===== src/rtl/epl_pkg.sv =====
package epl_pkg;

  // Pulse pair carried on the link.
  typedef struct packed {
    logic set;
    logic clr;
  } epl_pulse_t;

  // Bits needed to hold values 0..lim.
  function automatic int unsigned epl_cw(input int unsigned lim);
    return (lim < 2) ? 1 : $clog2(lim + 1);
  endfunction

  // True when a counter of idle cycles has reached its last value
  // before a period of 'period' cycles completes.
  function automatic logic epl_period_done(input int unsigned cnt,
                                           input int unsigned period);
    return cnt == (period - 1);
  endfunction

endpackage


===== src/rtl/epl_sync.sv =====
module epl_sync #(
  parameter int unsigned STAGES = 2
) (
  input  logic clk,
  input  logic rst_n,
  input  logic d,
  output logic q
);
  logic [STAGES-1:0] chain;

  always_ff @(posedge clk) begin
    if (!rst_n) chain <= '0;
    else        chain <= {chain[STAGES-2:0], d};
  end

  assign q = chain[STAGES-1];
endmodule


===== src/rtl/epl_tx.sv =====
module epl_tx
  import epl_pkg::*;
#(
  parameter int unsigned REFRESH_CYCLES = 50
) (
  input  logic       clk,
  input  logic       rst_n,
  input  logic       lvl,
  output epl_pulse_t pulse,
  output logic       edge_evt,
  output logic       refresh_evt
);
  localparam int unsigned CW = epl_cw(REFRESH_CYCLES - 1);

  logic          lvl_d;
  logic [CW-1:0] idle_cnt;
  logic          send;

  assign edge_evt    = lvl ^ lvl_d;
  assign refresh_evt = !edge_evt && epl_period_done(32'(idle_cnt), REFRESH_CYCLES);
  assign send        = edge_evt || refresh_evt;

  always_ff @(posedge clk) begin
    if (!rst_n) begin
      lvl_d     <= 1'b0;
      idle_cnt  <= '0;
      pulse     <= '0;
    end else begin
      lvl_d     <= lvl;
      idle_cnt  <= send ? '0 : idle_cnt + CW'(1);
      pulse.set <= send && lvl;
      pulse.clr <= send && !lvl;
    end
  end
endmodule


===== src/rtl/epl_rx.sv =====
module epl_rx
  import epl_pkg::*;
#(
  parameter int unsigned WDOG_CYCLES  = 250,
  parameter bit          DEFAULT_HIGH = 1'b0
) (
  input  logic       clk,
  input  logic       rst_n,
  input  epl_pulse_t pulse,
  output logic       dout,
  output logic       timeout,
  output logic       hit,
  output logic       expire_evt
);
  localparam int unsigned CW = epl_cw(WDOG_CYCLES - 1);

  logic [CW-1:0] quiet_cnt;
  logic          at_limit;

  assign hit        = pulse.set || pulse.clr;
  assign at_limit   = epl_period_done(32'(quiet_cnt), WDOG_CYCLES);
  assign expire_evt = !hit && !timeout && at_limit;

  always_ff @(posedge clk) begin
    if (!rst_n) begin
      quiet_cnt <= '0;
      timeout   <= 1'b0;
      dout      <= DEFAULT_HIGH;
    end else begin
      if (hit)           quiet_cnt <= '0;
      else if (!at_limit) quiet_cnt <= quiet_cnt + CW'(1);

      if (hit)             timeout <= 1'b0;
      else if (expire_evt) timeout <= 1'b1;

      if (pulse.set)       dout <= 1'b1;
      else if (pulse.clr)  dout <= 1'b0;
      else if (expire_evt) dout <= DEFAULT_HIGH;
    end
  end
endmodule


===== src/rtl/epl_link.sv =====
module epl_link
  import epl_pkg::*;
#(
  parameter int unsigned SYNC_STAGES    = 2,
  parameter int unsigned REFRESH_CYCLES = 50,
  parameter int unsigned WDOG_CYCLES    = 250,
  parameter bit          DEFAULT_HIGH   = 1'b0
) (
  input  logic clk,
  input  logic rst_n,
  input  logic din,
  output logic tx_set,
  output logic tx_clr,
  input  logic rx_set,
  input  logic rx_clr,
  output logic dout,
  output logic timeout
);
  // Named internal events, brought out for the checker.
  logic       sync_lvl;
  logic       tx_edge_evt;
  logic       tx_refresh_evt;
  logic       rx_hit;
  logic       rx_expire_evt;
  epl_pulse_t tx_pulse;
  epl_pulse_t rx_pulse;

  epl_sync #(.STAGES(SYNC_STAGES)) sync_i (
    .clk(clk), .rst_n(rst_n), .d(din), .q(sync_lvl)
  );

  epl_tx #(.REFRESH_CYCLES(REFRESH_CYCLES)) tx_i (
    .clk(clk), .rst_n(rst_n), .lvl(sync_lvl), .pulse(tx_pulse),
    .edge_evt(tx_edge_evt), .refresh_evt(tx_refresh_evt)
  );

  assign tx_set       = tx_pulse.set;
  assign tx_clr       = tx_pulse.clr;
  assign rx_pulse.set = rx_set;
  assign rx_pulse.clr = rx_clr;

  epl_rx #(.WDOG_CYCLES(WDOG_CYCLES), .DEFAULT_HIGH(DEFAULT_HIGH)) rx_i (
    .clk(clk), .rst_n(rst_n), .pulse(rx_pulse), .dout(dout),
    .timeout(timeout), .hit(rx_hit), .expire_evt(rx_expire_evt)
  );
endmodule


===== config.mk =====
export PLATFORM = sky130hd
export DESIGN_NAME = epl_link
export DESIGN_NICKNAME = d
export VERILOG_FILES = /design/src/rtl/epl_pkg.sv /design/src/rtl/epl_sync.sv /design/src/rtl/epl_tx.sv /design/src/rtl/epl_rx.sv /design/src/rtl/epl_link.sv
export SDC_FILE = /design/constraint.sdc
export NUM_CORES = 1
export LEC_CHECK = 0
export ABC_AREA = 0
export ABC_CLOCK_PERIOD_IN_PS = 1640
export CORE_ASPECT_RATIO = 1.75
export CORE_MARGIN = 2
export CORE_UTILIZATION = 30
export DETAILED_ROUTE_END_ITERATION = 8
export GPL_TIMING_DRIVEN = 1
export SYNTH_ARGS = -nofsm -noshare
export SYNTH_HDL_FRONTEND = slang
export SYNTH_SLANG_ARGS = --single-unit
export TNS_END_PERCENT = 20

===== constraint.sdc =====
create_clock -name clk -period 1.64 [get_ports clk]
set_clock_uncertainty 0.15 [all_clocks]
set_input_delay 0.328 -clock clk [delete_from_list [all_inputs] [get_ports clk]]
set_output_delay 0.328 -clock clk [all_outputs]
set_load 0.02 [all_outputs]

==> implementation parameters, run 1 <==
Parameter                              Value

Global route
  Number of antenna violations at the first check in global routing    0
  Total routing resource utilization after global routing    about 10%
  Overflow left after global routing    0
  Pin count of the biggest net entering global routing    12
  Vias in the first global route    587
  First-pass GRT wire length    roughly 2500 um

Place
  Placer's final routability congestion estimate    around 0.65
  DP HPWL    approximately 1100 um
  Buffers on Ports    8
  Placement Setup Slack    0.0606 ns
  Number of cells after detailed placement    roughly 120

Final layout
  Multi-input gate area in the final layout    between 400 and 500 um^2
  Syn-to-layout area delta    19.1%
  Number of diodes    0
  Final Util    between 30% and 40%
  Fillcell total    293
  Count of placed standard cells in the final layout, fillers left out    about 130
  Proportion of layout cells with a drive suffix above 1    under 10%
  Register Area    between 400 and 500 um^2
  Net count reported at finish    109

Worst setup path
  CP Data Required Time    1.64 ns
  Category of the most critical setup path    reg -> reg
  Minimum setup slack among reg-to-reg paths    0.10 ns
  Number of cells traversed by the worst register-to-register path    4
  Largest fanout on the critical path    6
  Nature of the critical path endpoint    flop
  Worst endpoint data arrival time    around 1.5 ns
  Startpoint type of the worst setup path    flop

Clocking
  Master cell of the clock root buffer    sky130_fd_sc_hd__clkbuf_8
  Clock latency reported for the late side of the worst-skew pair    0.25 ns
  Clock Tree Buf Depth    2
  Clock sinks    21
  Max H-tree Level    1
  TritonCTS buffer count    3
  CTS tree    yes
  Clk slew on worst S/H paths    about 0.07 ns

Timing
  Setup_tns    0 ns
  Top achievable clock speed    651 MHz
  Number of hold-slack violations in the final timing report    0
  Setup repair after global routing missed its margin    no
  Final setup violation count    0
  Worst slew margin relative to its limit    about four fifths
  PnR worst setup slack    just over 0.1 ns
  Minimum clock period    about 1.5 ns
  Max Transition Viols Final    0
  Post-route fraction of the period consumed by the critical path    about 94%
  Tightest Pin Transition    0.296 ns

Synthesis
  Synthesized area per cell    just under 10 um^2
  Count of synthesis-stage warnings from yosys    0
  Synth cell types    24
  Number of cells produced by synthesis    86
  Cell type contributing the most total cell area after synthesis    sky130_fd_sc_hd__dfxtp_1
  Most instantiated cells after synthesis    21 x sky130_fd_sc_hd__dfxtp_1, 9 x sky130_fd_sc_hd__nor2_1, 5 x sky130_fd_sc_hd__nand3_1, 5 x sky130_fd_sc_hd__o21ai_0
  Flops & latches, synth    21
  Number of nets produced by synthesis    95
  Netlist Area Pre-Place    ~850 um^2
  Most common flop cell mapped by yosys    sky130_fd_sc_hd__dfxtp_1
  Portion of synthesized cell area occupied by the leading cell type    around 50%
  Number of flops mapped to enable cells by yosys    0
  Sequential cell area fraction in the yosys report    49.7%
  Proportion of register bits with asynchronous set or reset after synthesis    0%
  Most frequent cell after synthesis    sky130_fd_sc_hd__dfxtp_1
  Area contributors post-synth    sky130_fd_sc_hd__dfxtp_1 50%, sky130_fd_sc_hd__ha_1 5.9%, sky130_fd_sc_hd__xnor2_1 4.1%, sky130_fd_sc_hd__nor2_1 4.0%, sky130_fd_sc_hd__xor2_1 3.1%

Pwr
  Power per cell area    893 nW/um^2
  Static leakage    slightly below 0.4 nW
  Maximum vdd ir drop    ~0.00041 V

Die
  Starting density of the core    between 30% and 40%
  DIE AREA    roughly 3300 um^2
  Die boundary height    74.2 um
  Number of core rows    25
  Number of I/O pins    9
  Placeable core region    roughly 2700 um^2
  Die outline width    around 44 um

Detailed routing
  Vias    about 630
  Detailed-route wire length per cell    11.0 um
  Starting DRT DRC Count    1
  Via density per instance    4.97
  Number of search-and-repair iterations in the first detailed-routing pass    4
  Number of antenna-violating nets in the routed design    0
  Final routed DRC violation total    0
  WL final    between 1000 and 1500 um

Min path
  Worst min-delay path class    reg -> reg
  Number of stages on the worst hold path    1

Flow run
  Number of maximum-capacitance constraint violations    0

Outcome
  Result of the run    finished, final reports clean
[critical path: stages, from the launching register on]
cell and delay (ns):
sky130_fd_sc_hd__dfxtp_1 0.43, sky130_fd_sc_hd__ha_1 0.19, sky130_fd_sc_hd__nand4b_2 0.17, sky130_fd_sc_hd__o311a_1 0.32, sky130_fd_sc_hd__o21a_1 0.17
[registers in the layout, indices dropped and copies added (netlist names)]
name	flops
sync_i.chain	2
rx_i.quiet_cnt	8
tx_i.pulse	2
rx_i.timeout	1
tx_i.lvl_d	1
rx_i.dout	1
tx_i.idle_cnt	6
[power by group]
part	total (W)	internal (W)	switching (W)	leakage (nW)
clock	0.000315	0.000172	0.000143	0.0228
sequential	0.000534	0.000523	0.0000110	0.171
combinational	0.0000508	0.0000278	0.0000230	0.193
total	0.000899	0.000723	0.000177	0.386
[logic make-up after synthesis]
| group | after synthesis | synth area share, % |
|---|---|---|
| AND/OR/NAND/NOR | 33 | 21.7 |
| AO/OA/AOI/OAI | 17 | 13.6 |
| adder cells (fa/ha/maj) | 4 | 5.92 |
| XOR/XNOR | 7 | 7.25 |
| flip-flops | 21 | 49.7 |
| buffers and inverters | 4 | 1.77 |
[metrics by stage]
step	hold WS, ns	power (W)	cell area (um^2)
after floorplan	0.262	0.000573	846
after global placement	0.272	0.000597	967
after detailed placement	0.269	0.000599	967
after CTS	0.289	0.000916	1010
after global routing	0.301	0.000952	1010
final	0.288	0.000899	1010
[cell usage in the layout (no fill, tap or decap)]
master / n
sky130_fd_sc_hd__xor2_1: 3
sky130_fd_sc_hd__nand4b_1: 1
sky130_fd_sc_hd__nor3_1: 3
sky130_fd_sc_hd__and3b_1: 1
sky130_fd_sc_hd__o21ba_2: 1
sky130_fd_sc_hd__clkdlybuf4s50_1: 4
sky130_fd_sc_hd__o211ai_2: 1
sky130_fd_sc_hd__ha_1: 4
sky130_fd_sc_hd__xnor2_1: 4
sky130_fd_sc_hd__nand4_1: 1
sky130_fd_sc_hd__dlygate4sd2_1: 4
sky130_fd_sc_hd__nand4b_2: 1
sky130_fd_sc_hd__o311a_1: 1
sky130_fd_sc_hd__a21oi_1: 4
sky130_fd_sc_hd__clkbuf_1: 1
sky130_fd_sc_hd__nor2_1: 9
sky130_fd_sc_hd__clkbuf_8: 3
sky130_fd_sc_hd__o21bai_1: 1
sky130_fd_sc_hd__nand2_1: 3
sky130_fd_sc_hd__buf_4: 1
sky130_fd_sc_hd__or3_1: 4
sky130_fd_sc_hd__and2_1: 4
sky130_fd_sc_hd__inv_1: 4
sky130_fd_sc_hd__dfxtp_1: 21
sky130_fd_sc_hd__o21ai_0: 5
sky130_fd_sc_hd__a211oi_1: 1
sky130_fd_sc_hd__nand3_1: 5
sky130_fd_sc_hd__nand3_2: 1
sky130_fd_sc_hd__o21a_1: 3
[worst paths after layout]
check / from / to
worst min register to register: sync_i.chain[0]$_SDFF_PN0_ / sync_i.chain[1]$_SDFF_PN0_
worst min-delay path: sync_i.chain[0]$_SDFF_PN0_ / sync_i.chain[1]$_SDFF_PN0_
worst max register to register: rx_i.quiet_cnt[0]$_SDFFE_PP0P_ / rx_i.dout$_SDFFE_PN0P_
worst max-delay path: rx_i.quiet_cnt[0]$_SDFFE_PP0P_ / rx_i.dout$_SDFFE_PN0P_
[repair_timing]
item,CTS,global route
buffers inserted,0,0
hold buffers,0,0
setup endpoints to repair,4,0
resized for setup,4,0
[metal layers]
| metal | track usage [%] | vias to the layer above | part of all wire [%] |
|---|---|---|---|
| li1 | - | 326 | - |
| met1 | 10.1 | 294 | 42 |
| met2 | 18.8 | 4 | 55 |
| met3 | 1.46 | 2 | 2.0 |
| met4 | 4.04 | 0 | 0.87 |
| met5 | 0 | - | 0 |
[area by class of cell]
type                       instances  area share, %
clock buffer                       4           4.47
inverter                           4           1.49
sequential                        21           41.7
multi-input combinational         61           40.7
timing repair buffer               9           8.20
tap                               27           3.35
Power figures use the tool's default switching activity.
==> inputs of run 2 (changes only) <==
--- a/config.mk
+++ b/config.mk
@@ -10,6 +10,7 @@
 export CORE_ASPECT_RATIO = 1.75
 export CORE_MARGIN = 2
 export CORE_UTILIZATION = 30
+export CTS_CLUSTER_SIZE = 24
 export DETAILED_ROUTE_END_ITERATION = 8
 export GPL_TIMING_DRIVEN = 1
 export SYNTH_ARGS = -nofsm -noshare
==> results of run 2 <==
Same layout as run 1: the final DEF is identical, and so are final timing and power.
